<file path="config.mk">
export PLATFORM = sky130hd
export DESIGN_NAME = dacSeqTop
export DESIGN_NICKNAME = d
export VERILOG_FILES = /design/src/rtl/dacPkg.sv /design/src/rtl/dacCtrl.sv /design/src/rtl/dacDatapath.sv /design/src/rtl/dacSeqTop.sv
export SDC_FILE = /design/constraint.sdc
export NUM_CORES = 1
export LEC_CHECK = 0
export BUFFER_PORTS_ARGS = -buffer_cell sky130_fd_sc_hd__buf_4
export CORE_ASPECT_RATIO = 1.25
export CORE_MARGIN = 8
export CORE_UTILIZATION = 40
export CTS_CLUSTER_DIAMETER = 200
export DETAILED_ROUTE_END_ITERATION = 10
export PLACE_DENSITY = 0.67
export SETUP_SLACK_MARGIN = 0.02
export SLEW_MARGIN = 20
export SYNTH_ARGS = -nofsm -noshare
export SYNTH_HDL_FRONTEND = slang
export SYNTH_HIERARCHICAL = 1
export SYNTH_SLANG_ARGS = --single-unit
</file>
<file path="constraint.sdc">
create_clock -name clk -period 3.3 [get_ports clk]
set_clock_uncertainty 0.2 [all_clocks]
set_input_delay 0.825 -clock clk [delete_from_list [all_inputs] [get_ports clk]]
set_output_delay 0.825 -clock clk [all_outputs]
set_load 0.01 [all_outputs]
</file>
<file path="src/rtl/dacPkg.sv">
package dacPkg;

  typedef enum logic [1:0] {
    ST_IDLE = 2'd0,
    ST_PH1  = 2'd1,
    ST_PH2  = 2'd2,
    ST_HAND = 2'd3
  } seqState_t;

  typedef struct packed {
    logic capture;
    logic reject;
    logic phaseOne;
    logic phaseTwo;
    logic handoff;
    logic dual;
  } seqStrobe_t;

  localparam logic [3:0] CMD_DUAL = 4'b1101;

  function automatic logic isMemCmd(input logic [3:0] code);
    case (code)
      4'b0110, 4'b0111, 4'b1100, 4'b1110, 4'b1111: return 1'b1;
      default: return 1'b0;
    endcase
  endfunction

endpackage

</file>
<file path="src/rtl/dacCtrl.sv">
module dacCtrl
  import dacPkg::*;
(
  input  logic       clk,
  input  logic       rstN,
  input  logic       reqValid,
  input  logic [3:0] reqCmd,
  input  logic       upperNonZero,
  output seqStrobe_t strobe,
  output logic       busy
);

  seqState_t state, stateNext;
  logic      dualReg;
  logic      accept;
  logic      legal;

  assign accept = reqValid && (state == ST_IDLE);
  assign legal  = !upperNonZero || isMemCmd(reqCmd);

  always_comb begin
    stateNext = state;
    case (state)
      ST_IDLE: if (accept && legal) stateNext = ST_PH1;
      ST_PH1:  stateNext = dualReg ? ST_PH2 : ST_HAND;
      ST_PH2:  stateNext = ST_HAND;
      ST_HAND: stateNext = ST_IDLE;
      default: stateNext = ST_IDLE;
    endcase
  end

  always_ff @(posedge clk) begin
    if (!rstN) begin
      state   <= ST_IDLE;
      dualReg <= 1'b0;
    end else begin
      state <= stateNext;
      if (accept && legal) dualReg <= upperNonZero;
    end
  end

  always_comb begin
    strobe.capture  = accept && legal;
    strobe.reject   = accept && !legal;
    strobe.phaseOne = (state == ST_PH1);
    strobe.phaseTwo = (state == ST_PH2);
    strobe.handoff  = (state == ST_HAND);
    strobe.dual     = dualReg;
  end

  assign busy = (state != ST_IDLE);

endmodule

</file>
<file path="src/rtl/dacDatapath.sv">
module dacDatapath
  import dacPkg::*;
#(
  parameter int BUS64 = 1,
  localparam int ADW = (BUS64 != 0) ? 64 : 32,
  localparam int CBW = ADW / 8
) (
  input  logic           clk,
  input  logic           rstN,
  input  seqStrobe_t     strobe,
  input  logic [63:0]    reqAddr,
  input  logic [3:0]     reqCmd,
  output logic           frameOut,
  output logic [ADW-1:0] adOut,
  output logic [CBW-1:0] cbeOut,
  output logic           parValid,
  output logic           parOut,
  output logic           doneValid,
  output logic [63:0]    doneAddr,
  output logic [3:0]     doneCmd,
  output logic           doneDual,
  output logic           errFlag
);

  logic [63:0] addrReg;
  logic [3:0]  cmdReg;
  logic [31:0] adLow;
  logic [3:0]  cbeLow;
  logic        parReg;
  logic        parValidReg;
  logic        errReg;

  always_ff @(posedge clk) begin
    if (!rstN) begin
      addrReg <= '0;
      cmdReg  <= '0;
    end else if (strobe.capture) begin
      addrReg <= reqAddr;
      cmdReg  <= reqCmd;
    end
  end

  always_comb begin
    adLow  = '0;
    cbeLow = '0;
    if (strobe.phaseOne) begin
      adLow  = addrReg[31:0];
      cbeLow = strobe.dual ? CMD_DUAL : cmdReg;
    end else if (strobe.phaseTwo) begin
      adLow  = addrReg[63:32];
      cbeLow = cmdReg;
    end
  end

  generate
    if (BUS64 != 0) begin : g_wide
      logic [31:0] adHigh;
      logic [3:0]  cbeHigh;
      always_comb begin
        adHigh  = '0;
        cbeHigh = '0;
        if (strobe.phaseOne && strobe.dual) begin
          adHigh  = addrReg[63:32];
          cbeHigh = cmdReg;
        end
      end
      assign adOut  = {adHigh, adLow};
      assign cbeOut = {cbeHigh, cbeLow};
    end else begin : g_narrow
      assign adOut  = adLow;
      assign cbeOut = cbeLow;
    end
  endgenerate

  always_ff @(posedge clk) begin
    if (!rstN) begin
      parReg      <= 1'b0;
      parValidReg <= 1'b0;
      errReg      <= 1'b0;
    end else begin
      parValidReg <= strobe.phaseOne || strobe.phaseTwo;
      parReg      <= ^{adLow, cbeLow};
      errReg      <= strobe.reject;
    end
  end

  assign frameOut  = strobe.phaseOne || strobe.phaseTwo;
  assign parValid  = parValidReg;
  assign parOut    = parReg & parValidReg;
  assign errFlag   = errReg;
  assign doneValid = strobe.handoff;
  assign doneAddr  = strobe.handoff ? addrReg : '0;
  assign doneCmd   = strobe.handoff ? cmdReg : '0;
  assign doneDual  = strobe.handoff & strobe.dual;

endmodule

</file>
<file path="src/rtl/dacSeqTop.sv">
module dacSeqTop
  import dacPkg::*;
#(
  parameter int BUS64 = 1,
  localparam int ADW = (BUS64 != 0) ? 64 : 32,
  localparam int CBW = ADW / 8
) (
  input  logic           clk,
  input  logic           rstN,
  input  logic           reqValid,
  input  logic [63:0]    reqAddr,
  input  logic [3:0]     reqCmd,
  output logic           busy,
  output logic           frameOut,
  output logic [ADW-1:0] adOut,
  output logic [CBW-1:0] cbeOut,
  output logic           parValid,
  output logic           parOut,
  output logic           doneValid,
  output logic [63:0]    doneAddr,
  output logic [3:0]     doneCmd,
  output logic           doneDual,
  output logic           errFlag
);

  seqStrobe_t strobe;

  dacCtrl u_ctrl (
    .clk          (clk),
    .rstN         (rstN),
    .reqValid     (reqValid),
    .reqCmd       (reqCmd),
    .upperNonZero (|reqAddr[63:32]),
    .strobe       (strobe),
    .busy         (busy)
  );

  dacDatapath #(.BUS64(BUS64)) u_dp (
    .clk       (clk),
    .rstN      (rstN),
    .strobe    (strobe),
    .reqAddr   (reqAddr),
    .reqCmd    (reqCmd),
    .frameOut  (frameOut),
    .adOut     (adOut),
    .cbeOut    (cbeOut),
    .parValid  (parValid),
    .parOut    (parOut),
    .doneValid (doneValid),
    .doneAddr  (doneAddr),
    .doneCmd   (doneCmd),
    .doneDual  (doneDual),
    .errFlag   (errFlag)
  );

endmodule

</file>
-- After elaboration in Yosys (flattened, before gate mapping)
Index checks and enable logic that the tools add are counted.
- register bits: 74
- input bits: 71
- word-level logic and storage cells: 44
- output and inout port bits: 147
- eq/ne operators: 9
- reduce and logical (&&, ||, !) cells: 13
- mux-type cells: 13
- bitwise gates (word level): 2
- operator list (cell ; count):
    $mux W32 ; 3
    $mux W64 ; 1
    $reduce_xor A36 Y1 ; 1
    $reduce_or A32 Y1 ; 1
    $mux W4 ; 5
    $eq A4 B4 Y1 const B ; 3
    $eq A4 B3 Y1 const B ; 2
    $pmux W2 S4 ; 1
    $reduce_or A5 Y1 ; 1
    $eq A2 B2 Y1 const B ; 2
    $logic_and A1 B1 Y1 ; 4
    $and A1 B1 Y1 ; 2
    $eq A2 B1 Y1 const B ; 1
    $logic_not A1 Y1 ; 2
    $logic_not A2 Y1 ; 1
    $logic_or A1 B1 Y1 ; 2
    $mux W1 ; 2
    $mux W2 ; 1
    $ne A2 B2 Y1 const B ; 1
    $reduce_bool A2 Y1 ; 1

-- Logic depth before layout (Yosys ltp)
Gate-level depths: netlist (run 1).
- word-level depth: 7
- mapped depth: 10
- depth with buffers taken out: 9

-- Cells and area by module
The synthesis (run 1) kept the hierarchy.
- modules (own cells, without submodules) (module ; sequential area each (um^2) ; area an instance (um^2) ; cells each ; instances):
    dacDatapath ; 1421.4 ; 4438.0 ; 530 ; 1
    dacCtrl ; 60.1 ; 269.0 ; 31 ; 1
    dacSeqTop ; 0.0 ; 75.1 ; 11 ; 1

-- Least setup slack after synthesis (run 1)
OpenSTA, ideal clock, no wires.
- path kind: input port to flip-flop
- start point: input reqAddr[58]
- end point: register u_dp.addrReg[29]
- setup time: 0.116 ns
- data required time: 2.984 ns
- setup slack: 0.251 ns
- arrival: 2.733 ns
- cell stages on the path: 9
- buffers on the path: 3
- cell sequence: nor4_1 -> nand4_1 -> or2_1 -> a21oi_1 -> clkbuf_1 -> buf_1 -> buf_2 -> mux2i_1 -> nor2b_1
- RTL lines (element ; RTL line ; text):
    from (decl) ; dacSeqTop.sv:11 ; input logic [63:0] reqAddr,
    to (signal assigned) ; dacDatapath.sv:38 ; addrReg <= reqAddr;
    to (decl) ; dacDatapath.sv:25 ; logic [63:0] addrReg;

==> results of run 1 <==
-- cell families after synthesis --
| kind of cell | after synthesis | synth area share, % |
|---|---|---|
| mux | 70 | 14.65 |
| buf+inv | 49 | 4.343 |
| compound gates | 45 | 5.625 |
| flops | 74 | 30.98 |
| xor+xnor | 58 | 11.36 |
| simple gates | 271 | 31.74 |
| fa+ha+maj | 5 | 1.308 |
-- final timing paths --
check                               start                            to  slack, ns  cells past startpoint
max          u_ctrl/state[0]$_SDFFE_PN0P_                     cbeOut[1]       0.18                      4
min          u_ctrl/state[1]$_SDFFE_PN0P_  u_ctrl/state[1]$_SDFFE_PN0P_       0.31                      2
max reg2reg  u_ctrl/state[0]$_SDFFE_PN0P_        u_dp/parReg$_SDFF_PN0_       0.45                     10
min reg2reg  u_ctrl/state[1]$_SDFFE_PN0P_  u_ctrl/state[1]$_SDFFE_PN0P_       0.31                      2
-- critical path: stages, from the launching register on --
cell and delay [ns]:
dfxtp_1 0.47, ha_4 0.54, or2_0 0.41, and3_1 0.21
buf_4 0.12
-- state kept, by name, summed over array words and instances (netlist names) --
| signal | cells |
|---|---|
| u_dp/cmdReg | 4 |
| u_dp/parReg | 1 |
| u_ctrl/state | 2 |
| u_dp/addrReg | 64 |
| u_dp/parValid | 1 |
| u_dp/errFlag | 1 |
| u_ctrl/dualReg | 1 |
-- power by group through the flow --
stage	sequential (mW)	combinational, mW	clock, mW
2_1_floorplan	1.07	0.835	0
3_3_place_gp	1.12	1.15	0
3_5_place_dp	1.13	1.17	0
4_1_cts	1.11	1.18	1.08
5_1_grt	1.12	1.28	1.12
6_report	1.11	1.18	1.06
-- routing by layer --
metal | wire length, um | global-route usage [%]
met5 | 0 | 0
met4 | 316 | 6.887
met3 | 1051 | 4.619
met2 | 8782 | 37.87
met1 | 6682 | 23.09
-- cell type report --
class | instances | area (um2)
Timing Repair Buffer | 226 | 1734
Clock inverter | 6 | 90.09
Tap cell | 161 | 201.4
Inverter | 4 | 15.01
Fill cell | 1048 | 4736
Clock buffer | 10 | 239.0
Multi-Input combinational cell | 449 | 3119
Sequential cell | 74 | 1481
-- metrics by stage --
stage               hold slack [ns]  util, %  power, mW  cell area, um2
finish                       0.3083    59.23      3.347            6880
detailed placement           0.3052    56.40      2.298            6551
floorplan                    0.2709        -      1.908            4782
CTS                          0.3133    59.23      3.364            6880
global placement             0.2849    56.40      2.271            6551
global route                 0.3469    59.23      3.522            6880
-- cells in the mapped netlist, types with 2 or more instances --
cell type	count	area (um2)
a22oi_1	3	22.52
and2_1	72	450.4
and3_1	36	225.2
buf_1	5	18.77
buf_2	4	20.02
buf_4	2	15.01
clkbuf_1	32	120.1
dfxtp_1	74	1481
ha_1	5	62.56
inv_1	4	15.01
mux2i_1	70	700.7
nand2_1	76	285.3
nand4_1	2	12.51
nor2_1	2	7.510
nor2b_1	69	431.7
nor4_1	7	43.79
o21ai_0	33	165.2
o21ai_1	2	10.01
xnor2_1	43	376.6
xnor3_1	2	45.04
xor2_1	12	105.1
-- layout by cell type (no fill, tap or decap), drive strengths merged --
| master | count |
|---|---|
| xnor3 | 2 |
| o21ba | 1 |
| and2 | 73 |
| xnor2 | 44 |
| ha | 5 |
| nor4 | 8 |
| clkinvlp | 1 |
| buf | 226 |
| clkbuf | 10 |
| nand3b | 1 |
| bufinv | 2 |
| mux2i | 70 |
| nor2 | 2 |
| inv | 4 |
| a22o | 2 |
| dfxtp | 74 |
| nor2b | 70 |
| nand2 | 76 |
| or2 | 2 |
| o221a | 1 |
| a21boi | 1 |
| o21ai | 36 |
| nand4 | 2 |
| a21oi | 1 |
| clkinv | 3 |
| xor2 | 12 |
| a22oi | 3 |
| and3 | 37 |
==> qor.csv, run 1 <==
metric;value;unit
syn_inst;572;
clk-insertion-delay-late;0.33;ns
fin_ws;0.1836;ns
setup_tns;0;ns
synth_seq_area_share;30.98;%
dpl.hpwl;12960;um
tightest_slew;0.6003;ns
min_path_type;reg -> reg;
drv_cap;0;
cts_resized;0;
slew-limit-headroom;59.98;%
cts_setup_buffers;0;
drtIter0Drc;198;
antenna_cells;0;
p_int;2.203;mW
syn-num-nets;648;
ys.flop_type;dfxtp_1;
period_minus_slack;3.116;ns
grt_antenna_before_repair;0;
crit_path_start_kind;register;
ys_async_sr_fraction;0;%
cts.htree.levels;3;
status;finished clean;
cts_root_buf;clkbuf_16;
die_y;138.2;um
clk_pin_slew;0.06;ns
ys_types;38;
area_growth;43.88;%
ant_nets;0;
cts_buffers;9;
overflow;0;
finalNetCount;840;
drive_gt1_share;33.16;%
vias;4537;
cts_tree;yes;
holdBufCountCts;0;
syn_area;4782;um2
dr.pass1.iters;5;
cp.arrival;2.09;ns
vias_per_cell;4.878;
hold_viol;0;
power_switching_share;34.18;%
p_comb_share;35.2;%
critical_path_class;reg -> out;
crit_path_end_kind;primary output;
clockBufferDepth;2;
rsz0062_at_grt;no;
switchingPower;1.144;mW
grt_pass1_wl;25960;um
finalSetupViolCount;0;
rows;44;
worstPathRequired;2.27;ns
synth_area_per_cell;8.360;um2
seqPwrFrac;33.1;%
wl_per_cell;18.10;um
synth_seq_cells;74;
ios;218;
place_worst_setup_slack;0.3517;ns
layout.cells.non_filler;930;
port_buffers;217;
die_x;113.8;um
pwr-share-clk;31.7;%
routed_wl;16830;um
fp.dieArea;15730;um2
yosys_warnings;6;
synth_enable_flop_cells;0;
period_share;94.44;%
fmax;320.9;MHz
route.detailed.drc;0;
gp_congestion;0.9056;
grt_pass1_vias;4699;
ir_drop;0.4114;mV
grt_max_degree;77;
cp_max_fo;58;
dpl.cell_count;914;
start_util;41.17;%
core_area;11620;um2
report.final.slew_viol_count;0;
p_per_area;486.5;nW/um2
cts.sink_count;74;
leakage;3.062;nW
track_usage;20.83;%
Note: power is estimated with default switching activity, not from simulation.
==> run 2: changes to the inputs <==
--- a/config.mk
+++ b/config.mk
@@ -6,7 +6,6 @@
 export NUM_CORES = 1
 export LEC_CHECK = 0
 export BUFFER_PORTS_ARGS = -buffer_cell sky130_fd_sc_hd__buf_4
-export CORE_ASPECT_RATIO = 1.25
 export CORE_MARGIN = 8
 export CORE_UTILIZATION = 40
 export CTS_CLUSTER_DIAMETER = 200
==> qor.csv, run 2 (synthesis results as in run 1) <==
metric;value;unit;change
dr.pass1.iters;6;;was 5
ios;218;;unchanged
leakage;3.043;nW;was 3.062 nW
dpl.cell_count;899;;was 914
mostFrequentLayoutCell;buf_4;;unchanged
p_per_area;475.1;nW/um2;was 486.5 nW/um2
wl_per_cell;18.62;um;was 18.10 um
switchingPower;1.159;mW;was 1.144 mW
cp_max_fo;11;;was 58
cts_root_buf;clkbuf_16;;unchanged
vias_per_cell;4.957;;was 4.878
rsz0062_at_grt;no;;unchanged
grt_pass1_wl;26330;um;was 25960 um
dpl.hpwl;12970;um;was 12960 um
hold_viol;0;;unchanged
die_y;125.3;um;was 138.2 um
slew-limit-headroom;57.76;%;was 59.98%
power_switching_share;35.82;%;was 34.18%
area_growth;42.46;%;was 43.88%
period_minus_slack;3.118;ns;was 3.116 ns
dpl_cell_area;6526;um2;was 6551 um2
ant_nets;0;;unchanged
layout.cells.non_filler;915;;was 930
vias;4536;;was 4537
p_comb_share;37.9;%;was 35.2%
final_cell_mix;buf_4, nand2_1, dfxtp_1, and2_1, mux2i_1;;unchanged
finalNetCount;840;;unchanged
met1_usage;25.68;%;was 23.09%
grt_antenna_before_repair;0;;unchanged
drv_cap;0;;unchanged
drtIter0Drc;230;;was 198
pwr-share-clk;27.9;%;was 31.7%
regMostFlops;u_dp/addrReg;;unchanged
worstPathRequired;2.27;ns;about the same
critical_path_class;reg -> out;;unchanged
fp.dieArea;15710;um2;was 15730 um2
ir_drop;0.2545;mV;was 0.4114 mV
fmax;320.7;MHz;was 320.9 MHz
cts_buffers;9;;unchanged
crit_path_start_kind;register;;unchanged
grt_max_degree;77;;unchanged
report.final.slew_viol_count;0;;unchanged
clockBufferDepth;2;;unchanged
min_path_type;reg -> reg;;unchanged
cp.arrival;2.09;ns;about the same
period_share;94.50;%;was 94.44%
whs;0.3141;ns;was 0.3083 ns
tightest_slew;0.6336;ns;was 0.6003 ns
start_util;40.32;%;was 41.17%
finalSetupViolCount;0;;unchanged
antenna_cells;0;;unchanged
crit_path_end_kind;primary output;;unchanged
clk-insertion-delay-late;0.33;ns;about the same
route.detailed.drc;0;;unchanged
p_int;2.077;mW;was 2.203 mW
track_usage;20.90;%;was 20.83%
die_x;125.3;um;was 113.8 um
cts.htree.levels;3;;unchanged
drive_gt1_share;32.94;%;was 33.16%
status;finished clean;;unchanged
rows;40;;was 44
seqPwrFrac;34.2;%;was 33.1%
gp_congestion;0.8461;;was 0.9056
grtUsageMet2;34.84;%;was 37.87%
met3_usage;4.335;%;was 4.619%
stdcell_area;6813;um2;was 6880 um2
cts_resized;0;;unchanged
core_area;11860;um2;was 11620 um2
grt_pass1_vias;4739;;was 4699
fill_cells;1112;;was 1048
top_regs;u_dp/addrReg x64, u_dp/cmdReg x4, u_ctrl/state x2;;unchanged
cts_tree;yes;;unchanged
cts.sink_count;74;;unchanged
setup_tns;0;ns;unchanged
port_buffers;217;;unchanged
clk_pin_slew;0.06;ns;about the same
overflow;0;;unchanged
top_usage_layer;met2;;unchanged
largest_reg_flops;64;;unchanged
routed_wl;17040;um;was 16830 um
## run 2: cell types whose count changed in the layout (fill, tap and decap cells not counted)
cell	previous run	this run
buf_4	223	222
clkinv_2	1	3
buf_8	0	1
clkbuf_1	0	1
clkinvlp_4	1	0
clkinv_4	2	0
bufinv_16	2	0
clkbuf_8	1	2
## run 2: worst max-delay path, stage by stage (launching register included)
cell and delay [ns]:
dfxtp_1 0.46, inv_1 0.13, ha_1 0.38, or2_0 0.41, and3_1 0.25, buf_4 0.14
## run 2: area by class of cell
type / count / area, um2 / area share, %
timing repair buffer: 226 / 1742 / 25.56
sequential: 74 / 1481 / 21.74
inverter: 4 / 15.01 / 0.2204
multi-input combinational: 449 / 3119 / 45.79
tap: 147 / 183.9 / 2.700
clock inverter: 3 / 15.01 / 0.2204
clock buffer: 12 / 256.5 / 3.765
## run 2: layer usage
layer	part of all wire [%]	wire length (um)
met3	5.5	944
met4	2.5	434
met2	47	8013
met5	0	0
met1	45	7648
## run 2: stage by stage
stage / setup WS (ns) / power (mW) / utilization [%]
4_1_cts: 0.1555 / 3.227 / 57.31
3_3_place_gp: 0.2386 / 2.289 / 55.02
2_1_floorplan: 0.2511 / 1.908 / -
3_5_place_dp: 0.2569 / 2.315 / 55.02
6_report: 0.1816 / 3.237 / 57.44
5_1_grt: 0.03258 / 3.405 / 57.44
## run 2: worst paths after layout
kind,start,to,slack [ns],depth (start not counted)
worst max-delay path,u_ctrl/state[0]$_SDFFE_PN0P_,cbeOut[1],0.18,5
worst min-delay path,u_ctrl/state[1]$_SDFFE_PN0P_,u_ctrl/state[1]$_SDFFE_PN0P_,0.31,2
worst min register to register,u_ctrl/state[1]$_SDFFE_PN0P_,u_ctrl/state[1]$_SDFFE_PN0P_,0.31,2
worst max register to register,u_ctrl/state[0]$_SDFFE_PN0P_,u_dp/parReg$_SDFF_PN0_,0.46,9
## run 2: timing repair
item | 4_1_cts | 5_1_grt
endpoints found under the setup margin | 0 | 6
setup buffers | 0 | 1
hold buffers | 0 | 0
## run 2: power groups by stage
| stage | clock (mW) | sequential [mW] | combinational [mW] |
|---|---|---|---|
| finish | 0.903 | 1.11 | 1.23 |
| floorplan | 0 | 1.07 | 0.835 |
| CTS | 0.921 | 1.10 | 1.20 |
| detailed placement | 0 | 1.12 | 1.19 |
| global route | 0.956 | 1.12 | 1.33 |
| global placement | 0 | 1.12 | 1.17 |
==> run 3: changes to the inputs <==
--- a/config.mk
+++ b/config.mk
@@ -5,12 +5,13 @@
 export SDC_FILE = /design/constraint.sdc
 export NUM_CORES = 1
 export LEC_CHECK = 0
+export ABC_AREA = 1
 export BUFFER_PORTS_ARGS = -buffer_cell sky130_fd_sc_hd__buf_4
 export CORE_MARGIN = 8
 export CORE_UTILIZATION = 40
 export CTS_CLUSTER_DIAMETER = 200
 export DETAILED_ROUTE_END_ITERATION = 10
-export PLACE_DENSITY = 0.67
+export PLACE_DENSITY = 0.65
 export SETUP_SLACK_MARGIN = 0.02
 export SLEW_MARGIN = 20
 export SYNTH_ARGS = -nofsm -noshare
==> constraint.sdc (replaced) <==
create_clock -name clk -period 3.3 [get_ports clk]
set_clock_uncertainty 0.2 [all_clocks]
set_input_delay 0.66 -clock clk [delete_from_list [all_inputs] [get_ports clk]]
set_output_delay 0.66 -clock clk [all_outputs]
set_load 0.01 [all_outputs]
==> qor.csv, run 3 <==
metric;value;unit;change
crit_path_end_kind;primary output;;unchanged
leakage;4.354;nW;was 3.043 nW
ys_top_cells_by_count;nand2_1, inv_1, nor2_1;;was nand2_1, dfxtp_1, and2_1
ir_drop;0.3159;mV;was 0.2545 mV
cts.sink_count;74;;unchanged
synth_area_per_cell;5.641;um2;was 8.360 um2
clk_pin_slew;0.06;ns;about the same
fin_util;55.23;%;was 57.44%
antenna_cells;0;;unchanged
area_growth;36.87;%;was 42.46%
regMostFlops;u_dp/addrReg;;unchanged
final_cell_mix;nand2_1, buf_4, inv_1, nor2_1, o21ai_0;;was buf_4, nand2_1, dfxtp_1, and2_1, mux2i_1
whs;0.2816;ns;was 0.3141 ns
ys_types;29;;was 38
tightest_slew;0.8840;ns;was 0.6336 ns
p_per_area;622.6;nW/um2;was 475.1 nW/um2
met3_length;1343;um;was 944 um
wl_per_cell;13.83;um;was 18.62 um
synth_most_common_cell;nand2_1;;unchanged
yosys_warnings;6;;unchanged
dpl_cell_area;6935;um2;was 6526 um2
period_share;91.68;%;was 94.50%
cts_buffers;9;;unchanged
drt-met1-wl;7963;um;was 7648 um
status;finished clean;;unchanged
ff_latch_area;1481;um2;unchanged
route.detailed.drc;0;;unchanged
dr.pass1.iters;5;;was 6
grt_max_degree;90;;was 77
hold_viol;0;;unchanged
ys.flop_type;dfxtp_1;;unchanged
largest_reg_flops;64;;unchanged
die_x;130.9;um;was 125.3 um
syn_area;5280;um2;was 4782 um2
vias_per_cell;4.571;;was 4.957
period_minus_slack;3.025;ns;was 3.118 ns
multi_input_area;2801;um2;was 3119 um2
total_power;4.499;mW;was 3.237 mW
r2r_cells;16;;was 9
crit_path_start_kind;register;;unchanged
cts_setup_buffers;0;;unchanged
critical_path_class;reg -> out;;unchanged
syn_inst;936;;was 572
gp_congestion;0.7991;;was 0.8461
highest_layer;met4;;unchanged
syn-num-nets;1012;;was 648
port_buffers;217;;unchanged
routed_wl;18070;um;was 17040 um
cts_root_buf;clkbuf_16;;unchanged
holdBufCountCts;0;;unchanged
netlist_top_cells_area;dfxtp_1, nand2_1, inv_1, nor2_1, o21ai_0;;was dfxtp_1, mux2i_1, and2_1, nor2b_1, xnor2_1
cts.htree.levels;3;;unchanged
start_util;40.35;%;was 40.32%
fmax;330.5;MHz;was 320.7 MHz
fp.dieArea;17130;um2;was 15710 um2
ys_async_sr_fraction;0;%;unchanged
finalSetupViolCount;0;;unchanged
rows;42;;was 40
worstPathRequired;2.44;ns;was 2.27 ns
die_y;130.9;um;was 125.3 um
clk-insertion-delay-late;0.34;ns;was 0.33 ns
ant_nets;0;;unchanged
report.final.slew_viol_count;0;;unchanged
cts_tree;yes;;unchanged
fill_cells;1392;;was 1112
wl_met2;8528;um;was 8013 um
cp_max_fo;53;;was 11
finalNetCount;1201;;was 840
setup_tns;0;ns;unchanged
grt_antenna_before_repair;0;;unchanged
rsz0062_at_grt;no;;unchanged
core_area;13090;um2;was 11860 um2
drv_cap;0;;unchanged
overflow;0;;unchanged
drive_gt1_share;26.99;%;was 32.94%
cp.arrival;2.17;ns;was 2.09 ns
synth_top_area_share;28.06;%;was 30.98%
min-delay-start;u_dp/addrReg[21]$_SDFFE_PN0P_;;was u_ctrl/state[1]$_SDFFE_PN0P_
drtIter0Drc;312;;was 230
dpl.hpwl;13360;um;was 12970 um
cts_resized;0;;unchanged
vias;5970;;was 4536
stdcell_area;7227;um2;was 6813 um2
grt_pass1_wl;28260;um;was 26330 um
synth_seq_area_share;28.06;%;was 30.98%
ios;218;;unchanged
whs_path_depth;2;;unchanged
r2r_start;u_ctrl/state[1]$_SDFFE_PN0P_;;was u_ctrl/state[0]$_SDFFE_PN0P_
mostFrequentLayoutCell;nand2_1;;was buf_4
rrSetupSlack;0.53;ns;was 0.46 ns
top_regs;u_dp/addrReg x64, u_dp/cmdReg x4, u_ctrl/state x2;;unchanged
hold-path-endpoint;u_dp/addrReg[21]$_SDFFE_PN0P_;;was u_ctrl/state[1]$_SDFFE_PN0P_
slew-limit-headroom;41.06;%;was 57.76%
clockBufferDepth;2;;unchanged
r2r-end;u_dp/parReg$_SDFF_PN0_;;unchanged
track_usage;20.96;%;was 20.90%
min_path_type;reg -> reg;;unchanged
synth_seq_cells;74;;unchanged
synth_enable_flop_cells;0;;unchanged
grt_pass1_vias;5691;;was 4739
synth_area_leader_cell;dfxtp_1;;unchanged
## run 3: cell types whose count changed after synthesis, moves of 12 or more
cell / delta
a21oi_1: +50
and2_1: -70
and3_1: -36
inv_1: +165
inv_2: +17
mux2i_1: -70
nand2_1: +225
nand3_1: +21
nor2_1: +117
nor2b_1: -69
o21ai_0: +45
o21ai_2: +18
xnor2_1: -43
xor2_1: -12
## run 3: final cells by class
| cell class | count | share of cell area [%] |
|---|---|---|
| Clock buffer | 12 | 3.688 |
| Clock inverter | 4 | 0.3463 |
| Inverter | 188 | 9.903 |
| Multi-Input combinational cell | 625 | 38.76 |
| Sequential cell | 74 | 20.50 |
| Tap cell | 176 | 3.047 |
| Timing Repair Buffer | 227 | 23.75 |
## run 3: cell families after synthesis
kind of cell	Yosys count	share of synthesized area [%]
flip-flops	74	28.06
adder cells (fa/ha/maj)	5	1.185
AO/OA/AOI/OAI	155	16.30
buffers and inverters	237	19.03
AND/OR/NAND/NOR	465	35.43
## run 3: per-layer routing
metal	track usage, %	up-vias
li1	-	3167
met1	25.21	2621
met2	35.74	167
met3	5.519	15
met4	6.482	0
met5	0	-
## run 3: worst max-delay path, cell delays in order (launching register included)
cell	delay, ns
dfxtp_1	0.39
inv_1	0.11
ha_2	0.29
inv_8	0.34
nand2_4	0.26
o211ai_1	0.18
inv_1	0.09
buf_4	0.15
## run 3: worst max path at each step
stage	startpoint	end	slack (ns)	depth (start not counted)
5_1_grt	u_ctrl/state[1]$_SDFFE_PN0P_	adOut[31]	0.13	7
4_1_cts	u_ctrl/state[1]$_SDFFE_PN0P_	adOut[31]	0.24	7
3_3_place_gp	reqAddr[33]	u_dp/addrReg[50]$_SDFFE_PN0P_	0.33	14
6_report	u_ctrl/state[1]$_SDFFE_PN0P_	adOut[31]	0.27	7
3_5_place_dp	reqAddr[33]	u_dp/addrReg[50]$_SDFFE_PN0P_	0.32	14
2_1_floorplan	u_ctrl/state[1]$_SDFFE_PN0P_	cbeOut[3]	0.71	8
## run 3: metrics by stage
step                      std cells  setup WS [ns]
after global placement         1290         0.3284
after global routing           1306         0.1329
after floorplan                 936         0.7070
after CTS                      1306         0.2432
final                          1306         0.2745
after detailed placement       1290         0.3155
## run 3: power breakdown
| group | internal [mW] | switching (mW) |
|---|---|---|
| combinational | 0.845 | 1.55 |
| clock | 0.568 | 0.398 |
| sequential | 1.03 | 0.108 |
| total | 2.44 | 2.06 |
